$ cat src/rtl/seg_agu_pkg.sv
package seg_agu_pkg;

    typedef enum logic [3:0] {
        AM_IMM       = 4'd0,
        AM_REG       = 4'd1,
        AM_DIRECT    = 4'd2,
        AM_IDX_DSP   = 4'd3,
        AM_IDX       = 4'd4,
        AM_BX        = 4'd5,
        AM_BX_DSP    = 4'd6,
        AM_BX_IDX_DSP= 4'd7,
        AM_BX_IDX    = 4'd8,
        AM_BP_DSP    = 4'd9,
        AM_BP_IDX_DSP= 4'd10,
        AM_BP_IDX    = 4'd11
    } amode_e;

    typedef enum logic [1:0] {
        ACC_DATA   = 2'd0,
        ACC_FETCH  = 2'd1,
        ACC_STACK  = 2'd2,
        ACC_STRDST = 2'd3
    } acc_e;

    typedef enum logic [1:0] {
        SEG_ES = 2'd0,
        SEG_CS = 2'd1,
        SEG_SS = 2'd2,
        SEG_DS = 2'd3
    } seg_e;

    localparam int NUM_SEGS = 4;

endpackage

$ cat src/rtl/seg_agu_ea.sv
module seg_agu_ea
    import seg_agu_pkg::*;
#(
    parameter int OFF_W = 16,
    parameter int DSP_N = 8
) (
    input  logic [3:0]             mode_i,
    input  logic                   idx_sel_i,
    input  logic [OFF_W-1:0]       bx_i,
    input  logic [OFF_W-1:0]       bp_i,
    input  logic [OFF_W-1:0]       si_i,
    input  logic [OFF_W-1:0]       di_i,
    input  logic [DSP_N-1:0]       disp_lo_i,
    input  logic [OFF_W-DSP_N-1:0] disp_hi_i,
    input  logic                   disp_wide_i,
    output logic [OFF_W-1:0]       ea_o,
    output logic                   addr_ok_o,
    output logic                   bp_base_o
);
    localparam int EXT_W = OFF_W - DSP_N;

    logic [OFF_W-1:0] idx_val;
    logic [OFF_W-1:0] dsp_narrow;
    logic [OFF_W-1:0] dsp_full;
    logic [OFF_W-1:0] dsp_sel;
    logic             use_bx, use_bp, use_idx, use_dsp, force_full;
    logic [OFF_W-1:0] base_term, idx_term, dsp_term;

    assign idx_val    = idx_sel_i ? di_i : si_i;
    assign dsp_narrow = {{EXT_W{disp_lo_i[DSP_N-1]}}, disp_lo_i};
    assign dsp_full   = {disp_hi_i, disp_lo_i};
    assign dsp_sel    = (disp_wide_i || force_full) ? dsp_full : dsp_narrow;

    always_comb begin
        use_bx     = 1'b0;
        use_bp     = 1'b0;
        use_idx    = 1'b0;
        use_dsp    = 1'b0;
        force_full = 1'b0;
        addr_ok_o  = 1'b1;
        case (mode_i)
            AM_DIRECT:     begin use_dsp = 1'b1; force_full = 1'b1; end
            AM_IDX_DSP:    begin use_idx = 1'b1; use_dsp = 1'b1; end
            AM_IDX:        begin use_idx = 1'b1; end
            AM_BX:         begin use_bx = 1'b1; end
            AM_BX_DSP:     begin use_bx = 1'b1; use_dsp = 1'b1; end
            AM_BX_IDX_DSP: begin use_bx = 1'b1; use_idx = 1'b1; use_dsp = 1'b1; end
            AM_BX_IDX:     begin use_bx = 1'b1; use_idx = 1'b1; end
            AM_BP_DSP:     begin use_bp = 1'b1; use_dsp = 1'b1; end
            AM_BP_IDX_DSP: begin use_bp = 1'b1; use_idx = 1'b1; use_dsp = 1'b1; end
            AM_BP_IDX:     begin use_bp = 1'b1; use_idx = 1'b1; end
            default:       begin addr_ok_o = 1'b0; end
        endcase
    end

    assign base_term = use_bx ? bx_i : (use_bp ? bp_i : '0);
    assign idx_term  = use_idx ? idx_val : '0;
    assign dsp_term  = use_dsp ? dsp_sel : '0;
    // Truncation to OFF_W bits gives the modulo-2^16 wrap
    assign ea_o      = base_term + idx_term + dsp_term;
    assign bp_base_o = use_bp;

endmodule

$ cat src/rtl/seg_agu_segsel.sv
module seg_agu_segsel
    import seg_agu_pkg::*;
(
    input  logic [1:0] acc_i,
    input  logic       ovr_en_i,
    input  logic [1:0] ovr_seg_i,
    input  logic       bp_base_i,
    output logic [1:0] seg_o
);
    always_comb begin
        case (acc_i)
            ACC_FETCH:  seg_o = SEG_CS;
            ACC_STACK:  seg_o = SEG_SS;
            ACC_STRDST: seg_o = SEG_ES;
            default: begin
                if (bp_base_i)     seg_o = SEG_SS;
                else if (ovr_en_i) seg_o = ovr_seg_i;
                else               seg_o = SEG_DS;
            end
        endcase
    end
endmodule

$ cat src/rtl/seg_agu_pa.sv
module seg_agu_pa #(
    parameter int SEG_W = 16,
    parameter int OFF_W = 16,
    parameter int SHIFT = 4
) (
    input  logic [SEG_W-1:0]       seg_val_i,
    input  logic [OFF_W-1:0]       ea_i,
    output logic [SEG_W+SHIFT-1:0] pa_o
);
    localparam int PA_W = SEG_W + SHIFT;

    logic [PA_W-1:0] seg_scaled;
    logic [PA_W-1:0] ea_ext;

    assign seg_scaled = {seg_val_i, {SHIFT{1'b0}}};
    assign ea_ext     = PA_W'(ea_i);
    assign pa_o       = seg_scaled + ea_ext;
endmodule

$ cat src/rtl/seg_agu.sv
module seg_agu
    import seg_agu_pkg::*;
#(
    parameter int SEG_W = 16,
    parameter int OFF_W = 16,
    parameter int SHIFT = 4,
    parameter int DSP_N = 8
) (
    input  logic                   clk,
    input  logic                   rst_n,
    input  logic                   start_i,
    input  logic [3:0]             mode_i,
    input  logic                   idx_sel_i,
    input  logic [OFF_W-1:0]       bx_i,
    input  logic [OFF_W-1:0]       bp_i,
    input  logic [OFF_W-1:0]       si_i,
    input  logic [OFF_W-1:0]       di_i,
    input  logic [DSP_N-1:0]       disp_lo_i,
    input  logic [OFF_W-DSP_N-1:0] disp_hi_i,
    input  logic                   disp_wide_i,
    input  logic [1:0]             acc_i,
    input  logic                   ovr_en_i,
    input  logic [1:0]             ovr_seg_i,
    input  logic [SEG_W-1:0]       es_i,
    input  logic [SEG_W-1:0]       cs_i,
    input  logic [SEG_W-1:0]       ss_i,
    input  logic [SEG_W-1:0]       ds_i,
    output logic [OFF_W-1:0]       ea_o,
    output logic [SEG_W+SHIFT-1:0] pa_o,
    output logic                   addr_vld_o,
    output logic [1:0]             seg_used_o,
    output logic                   done_o
);
    localparam int PA_W = SEG_W + SHIFT;

    typedef struct packed {
        logic [OFF_W-1:0] ea;
        logic [PA_W-1:0]  pa;
        logic             vld;
        logic [1:0]       seg;
        logic             done;
    } res_t;

    logic [OFF_W-1:0] ea_c;
    logic             ok_c;
    logic             bp_c;
    logic [1:0]       seg_c;
    logic [SEG_W-1:0] seg_vals [NUM_SEGS];
    logic [PA_W-1:0]  pa_c;
    res_t             res_d, res_q;

    assign seg_vals[SEG_ES] = es_i;
    assign seg_vals[SEG_CS] = cs_i;
    assign seg_vals[SEG_SS] = ss_i;
    assign seg_vals[SEG_DS] = ds_i;

    seg_agu_ea #(.OFF_W(OFF_W), .DSP_N(DSP_N)) u_ea (
        .mode_i      (mode_i),
        .idx_sel_i   (idx_sel_i),
        .bx_i        (bx_i),
        .bp_i        (bp_i),
        .si_i        (si_i),
        .di_i        (di_i),
        .disp_lo_i   (disp_lo_i),
        .disp_hi_i   (disp_hi_i),
        .disp_wide_i (disp_wide_i),
        .ea_o        (ea_c),
        .addr_ok_o   (ok_c),
        .bp_base_o   (bp_c)
    );

    seg_agu_segsel u_segsel (
        .acc_i     (acc_i),
        .ovr_en_i  (ovr_en_i),
        .ovr_seg_i (ovr_seg_i),
        .bp_base_i (bp_c),
        .seg_o     (seg_c)
    );

    seg_agu_pa #(.SEG_W(SEG_W), .OFF_W(OFF_W), .SHIFT(SHIFT)) u_pa (
        .seg_val_i (seg_vals[seg_c]),
        .ea_i      (ea_c),
        .pa_o      (pa_c)
    );

    always_comb begin
        res_d      = res_q;
        res_d.done = 1'b0;
        if (start_i) begin
            res_d.ea   = ok_c ? ea_c : '0;
            res_d.pa   = ok_c ? pa_c : '0;
            res_d.vld  = ok_c;
            res_d.seg  = seg_c;
            res_d.done = 1'b1;
        end
    end

    always_ff @(posedge clk or negedge rst_n) begin
        if (!rst_n) res_q <= '0;
        else        res_q <= res_d;
    end

    assign ea_o       = res_q.ea;
    assign pa_o       = res_q.pa;
    assign addr_vld_o = res_q.vld;
    assign seg_used_o = res_q.seg;
    assign done_o     = res_q.done;

    AST_DONE_AFTER_START: assert property (@(posedge clk) disable iff (!rst_n)
        start_i |=> done_o) else $error("done missing");
    AST_NO_STRAY_DONE: assert property (@(posedge clk) disable iff (!rst_n)
        !start_i |=> !done_o) else $error("stray done");
    AST_RESULT_HOLD: assert property (@(posedge clk) disable iff (!rst_n)
        !start_i |=> ($stable(ea_o) && $stable(pa_o) && $stable(seg_used_o))) else $error("result moved");
    AST_FETCH_CODE_SEG: assert property (@(posedge clk) disable iff (!rst_n)
        (start_i && acc_i == ACC_FETCH) |=> seg_used_o == SEG_CS) else $error("fetch seg");
    AST_BP_STACK_SEG: assert property (@(posedge clk) disable iff (!rst_n)
        (start_i && acc_i == ACC_DATA && (mode_i == AM_BP_DSP || mode_i == AM_BP_IDX_DSP || mode_i == AM_BP_IDX))
        |=> seg_used_o == SEG_SS) else $error("bp seg");
    AST_NO_OPERAND_ADDR: assert property (@(posedge clk) disable iff (!rst_n)
        (start_i && (mode_i == AM_IMM || mode_i == AM_REG)) |=> (!addr_vld_o && pa_o == '0)) else $error("imm/reg addr");
    AST_PA_LOW_NIBBLE: assert property (@(posedge clk) disable iff (!rst_n)
        (done_o && addr_vld_o) |-> pa_o[SHIFT-1:0] == ea_o[SHIFT-1:0]) else $error("pa nibble");

endmodule

$ cat config.mk
export PLATFORM = sky130hd
export DESIGN_NAME = seg_agu
export DESIGN_NICKNAME = d
export VERILOG_FILES = /design/src/rtl/seg_agu_pkg.sv /design/src/rtl/seg_agu_ea.sv /design/src/rtl/seg_agu_segsel.sv /design/src/rtl/seg_agu_pa.sv /design/src/rtl/seg_agu.sv
export SDC_FILE = /design/constraint.sdc
export NUM_CORES = 1
export LEC_CHECK = 0
export ABC_AREA = 1
export BUFFER_PORTS_ARGS = -buffer_cell sky130_fd_sc_hd__buf_2
export CORE_MARGIN = 5
export CORE_UTILIZATION = 45
export DETAILED_ROUTE_END_ITERATION = 16
export GPL_ROUTABILITY_DRIVEN = 0
export PLACE_DENSITY = 0.77
export SETUP_SLACK_MARGIN = 0.4
export SLEW_MARGIN = 30
export SYNTH_ARGS = -nofsm -noshare
export SYNTH_HDL_FRONTEND = slang
export SYNTH_SLANG_ARGS = --single-unit
$ cat constraint.sdc
create_clock -name clk -period 0.8 [get_ports clk]
set_input_delay 0.04 -clock clk [delete_from_list [all_inputs] [get_ports clk]]
set_output_delay 0.04 -clock clk [all_outputs]
set_load 0.01 [all_outputs]
* Word level (Yosys, flattened, before mapping) *
Index checks and enable logic that the tools add are counted.

operators by class
  equality and inequality tests = 13
  reductions and logical operators = 6
  bitwise operators = 1
  multiplexer cells = 21
  $lt $le $gt $ge = 1
  $add $sub $neg = 3

operator list
  operator                                                  count
  2-to-1 mux 16 bit                                         9
  adder 16 bit                                              2
  binary-select mux 16 bit (select 2 bit)                   1
  adder 20 x 16 -> 20 bit                                   1
  2-to-1 mux 20 bit                                         1
  == test 4 x 3 -> 1 bit, second input constant             4
  == test 4 bit, second input constant                      4
  OR reduction 6 bit                                        2
  OR reduction 10 bit                                       1
  == test 4 x 2 -> 1 bit, second input constant             2
  2-to-1 mux 1 bit                                          7
  one-hot mux 2 bit (3 select lines)                        1
  == test 2 bit, second input constant                      2
  2-to-1 mux 2 bit                                          2
  OR reduction 4 bit                                        1
  greater-or-equal comparator 3 bit, second input constant  1
  inverter 2 -> 3 bit                                       1
  OR reduction 3 bit                                        1
  == test 2 x 1 -> 1 bit, second input constant             1
  logical OR 1 bit                                          1

storage, ports and cells
  register bits after elaboration = 40
  output and inout port bits = 40
  logic and storage cells = 50
  input port bits = 158

* Longest topological paths before layout *
  word-level depth = 11
  depth in mapped cells = 31
  mapped depth without buffers = 31

* By module *
Synthesis repeated with hierarchy kept, for this count alone.

unflattened totals
  cells, all modules = 848
  area total of the unflattened synthesis = 5,336.4 sq um

modules (own cells, without submodules)
  module          times used  area each (sq um)  cells each  seq. area each (sq um)
  seg_agu         1           2,553.7            355         1,001.0
  seg_agu_ea      1           1,863.0            313         0.0
  seg_agu_pa      1           872.1              168         0.0
  seg_agu_segsel  1           47.5               12          0.0

* Least setup slack after synthesis *
No wires, ideal clock.

  path kind = input-to-reg
  from = input mode_i[0]
  to = register res_q, in the netlist pa_o[18]
  buffers on the path = 1
  arrival = 3.961 ns
  required time = 0.684 ns
  library setup time = 0.116 ns
  slack = -3.277 ns
  stages = 27
  cells stage by stage = inv_1 -> nor2_1 -> nor2_1 -> o21ai_2 -> clkbuf_1 -> nand2_1 -> fa_1 -> inv_1 -> ha_1 -> a21oi_1 -> o21ai_0 -> a21oi_1 -> o21ai_0 -> a21oi_1 -> nand2_1 -> and2_1 -> ha_1 -> nand2_1 -> a21oi_1 -> nor2_1 -> nand3_1 -> a21boi_0 -> nor2_1 -> nand2_1 -> nand2_1 -> nand2_1 -> nand2_1

on the way
  longest elaborated chain between the ends = 11
  elaborated cells on any way between the ends = 37
  classes of those cells = add/sub (3); eq/ne (10); mux (17); bitwise (1); reduce/logical (6)

RTL lines
  item                                                                              line            source
  start, declared                                                                   seg_agu.sv:12   input logic [3:0] mode_i,
  parallel branches: the longest is 10 deep, another holds adder 20 x 16 -> 20 bit  n/a
  2-to-1 mux 20 bit *                                                               seg_agu.sv:91   res_d.pa = ok_c ? pa_c : '0;
  end signal, assigned                                                              seg_agu.sv:100  else res_q <= res_d;
  end, declared                                                                     seg_agu.sv:50   res_t res_d, res_q;

Mark *: on every way between the ends. The select of a mux whose other input is x is not followed.
A chain may end at the register's enable or synchronous reset.

* Worst setup path in the final report *
  from = input mode_i[0]
  to = register res_q, in the netlist pa_o[19]

The elaborated chain is that of the path after synthesis.

==> results_dict.tcl <==
set metrics [dict create \
    status "complete, but fails checks" \
    violations "negative hold slack, negative setup slack" \
    startpoint_type "primary input" \
    clock_latency_ns 0.29 \
    clk_pin_slew_ns 0.07 \
    fp.dieW_um 109 \
    cap_violations 0 \
    drt-initial-drc-count 406 \
    grt_pass1_wl_um 28700 \
    synth_common_cells "nand2_1 (223), inv_1 (91), o21ai_0 (52), nor2_1 (49), dfrtp_1 (36)" \
    fin_ws_ns -2.99 \
    critPathBufInv 9 \
    synth_top_area_share_pct 20.6 \
    numCtsBuffers 5 \
    grtUsageTotal_pct 30.6 \
    synth_fa_ha_area_share_pct 15.2 \
    ys_top_cells_by_area "dfrtp_1 (21%), nand2_1 (19%), inv_1 (7.8%)" \
    crit_family "simple AND/OR/NAND/NOR gates" \
    critPathKind "in -> reg" \
    syn_avg_cell_area_sq_um 6.50 \
    firstDrtPassIters 5 \
    reg2reg_to "ea_o[13]" \
    vdd_ir_drop_max_mv 0.995 \
    arrival_ns 3.98 \
    synth_nets 873 \
    fin_nets 1208 \
    hp-class "in -> async" \
    grt_pass1_vias 6237 \
    fillers 531 \
    synthSimpleGateAreaFrac_pct 31.5 \
    path_max_fanout 8 \
    cts.sinks 36 \
    cp.depth 32 \
    die_area_sq_mm 0.0118 \
    p_leak_nw 4.29 \
    cp-startpoint "mode_i[0]" \
    netlist-cell-type-count 42 \
    clock_skew_ns 0 \
    slowest_delay_ns 0.51 \
    vias_per_cell 5.50 \
    reg2regPathDepth 2 \
    synthFlopType "dfrtp_1" \
    tightestPinTransition_ns 0.468 \
    synth_compound_area_share_pct 19.3 \
    yosysSeqAreaShare_pct 20.6 \
    synth_top_family_by_area "simple AND/OR/NAND/NOR gates" \
    avgRoutedWirePerCell_um 18.0 \
    hold_viol_final 37 \
    drc_errors 0 \
    cp-endpoint "pa_o[19]" \
    vias 6270 \
    period_share_pct 474 \
    r2r-start "ea_o[13]" \
    antenna_cells 0 \
    pwr_density_cell_mw_per_mm2 1920 \
    grt-ovfl-total 0 \
    drive_gt1_share_pct 56.8 \
    syn_inst 672 \
    fin_crit_ns 3.79 \
    slowest_stage "fa_1" \
    tns_ns -72.04 \
    die_h_um 109 \
    ys_seq_elements 36 \
    yosysWarningCount 0 \
    antenna_found_initial 0 \
    fmax_mhz 264 \
    dp_cells 1065 \
    synth.cell_area_sq_mm 0.00437 \
    yosysMostFrequentCell "nand2_1" \
    synthMuxAreaShare_pct 0 \
    cts-htree-levels 2 \
    clock_path_buffers 2 \
    synth_xor_area_share_pct 2.00 \
    dp_hpwl_um 13000 \
    stdcell_count 1141 \
    drv_slew 0 \
    std_cell_rows 36 \
    worstPathRequired_ns 0.99 \
    port_buffers 197 \
    grt_max_degree 26 \
    timing.hold.ws_ns -0.376 \
    r2r_slack_ns -0.10 \
    synth_edf_count 0 \
    setup_violations 74 \
    synth_area_leader_cell "dfrtp_1" \
    endpoint_kind "register" \
    drt-total-wl_um 20500 \
    io_pins 198 \
    cts-root-buf "clkbuf_8" \
    syn_to_final_growth_pct 87.8 \
    ys_async_sr_fraction_pct 100 \
    slew_headroom_pct 68.8 \
    core_area_sq_mm 0.00964 \
    ant_nets 0 \
    rsz0062_at_grt "yes" \
    cts_tree "built" \
    initial_core_util_pct 45.3 \
]
layer usage:
metal	vias to the layer above	track usage [%]	wire (um)
met5	-	0	0
met1	2902	31.7	7030
met2	402	59.7	10600
met4	0	14.2	1280
li1	2849	-	-
met3	117	4.48	1610
sequential cells by signal, summed over array words and instances, names as in the netlist:
| name | count |
|---|---|
| pa_o | 16 |
| addr_vld_o | 1 |
| ea_o | 16 |
| done_o | 1 |
| seg_used_o | 2 |
cell usage in the layout, fill, tap and decap left out, types with 14 or more instances in the layout:
master / instances
nor2_1: 33
buf_6: 31
buf_12: 15
dfrtp_1: 36
inv_1: 63
buf_2: 183
inv_2: 26
o21ai_1: 14
nand2_2: 36
o21ai_0: 25
nand2_1: 175
a32o_1: 14
buf_4: 120
ha_4: 23
nand3_1: 21
nand2_4: 18
fa_1: 14
report_power, final:
part           switching [mW]  internal, mW
registers               0.313          2.29
logic                    6.01          5.72
clock network           0.702         0.688
total                    7.03          8.70
per-stage QoR:
stage / instance area, sq um / setup WS, ns / power (mW) / hold WS, ns / utilization, %
floorplan: 4860 / -2.69 / 7.24 / -0.256 / -
global placement: 6580 / -3.13 / 9.98 / -0.0636 / 68.2
detailed placement: 6580 / -3.30 / 10.2 / -0.0608 / 68.2
CTS: 7660 / -2.71 / 13.5 / -0.377 / 79.4
global route: 8210 / -3.14 / 16.6 / -0.359 / 85.2
finish: 8210 / -2.99 / 15.7 / -0.376 / 85.2
worst min-delay path by stage:
stage | depth (start not counted) | start | endpoint | slack (ns)
finish | 1 | rst_n | addr_vld_o | -0.38
global route | 1 | rst_n | addr_vld_o | -0.36
CTS | 1 | rst_n | ea_o[10] | -0.38
detailed placement | 1 | rst_n | addr_vld_o | -0.06
global placement | 1 | rst_n | addr_vld_o | -0.06
floorplan | 0 | rst_n | addr_vld_o | -0.26
worst register-to-register path, delay by kind of cell (launching register included):
family | cells | cell delay (ns)
buf+inv | 1 | 0.15
compound gates | 1 | 0.24
flops | 1 | 0.41
layout make-up:
type	count	area (sq um)	share of cell area, %
clock inverters	2	10.0	0.122
well taps	133	166	2.03
repair buffers	352	2520	30.7
clock buffers	6	82.6	1.01
multi-input cells	515	4120	50.1
inverters	97	409	4.98
flip-flops and latches	36	901	11.0
what timing repair did:
| action | in CTS | in global routing |
|---|---|---|
| pin swaps | 89 | 56 |
| endpoints found under the setup margin | 75 | 75 |
| gates resized for setup | 144 | 82 |
| setup buffers | 40 | 25 |
| gates cloned | 3 | 0 |
| endpoints found under the hold margin | 37 | 37 |
kinds of logic after synthesis:
logic type      after synthesis
xor+xnor                     10
flops                        36
buf+inv                     123
compound gates              130
simple gates                330
fa+ha+maj                    43
(Power assumes the default switching activity.)
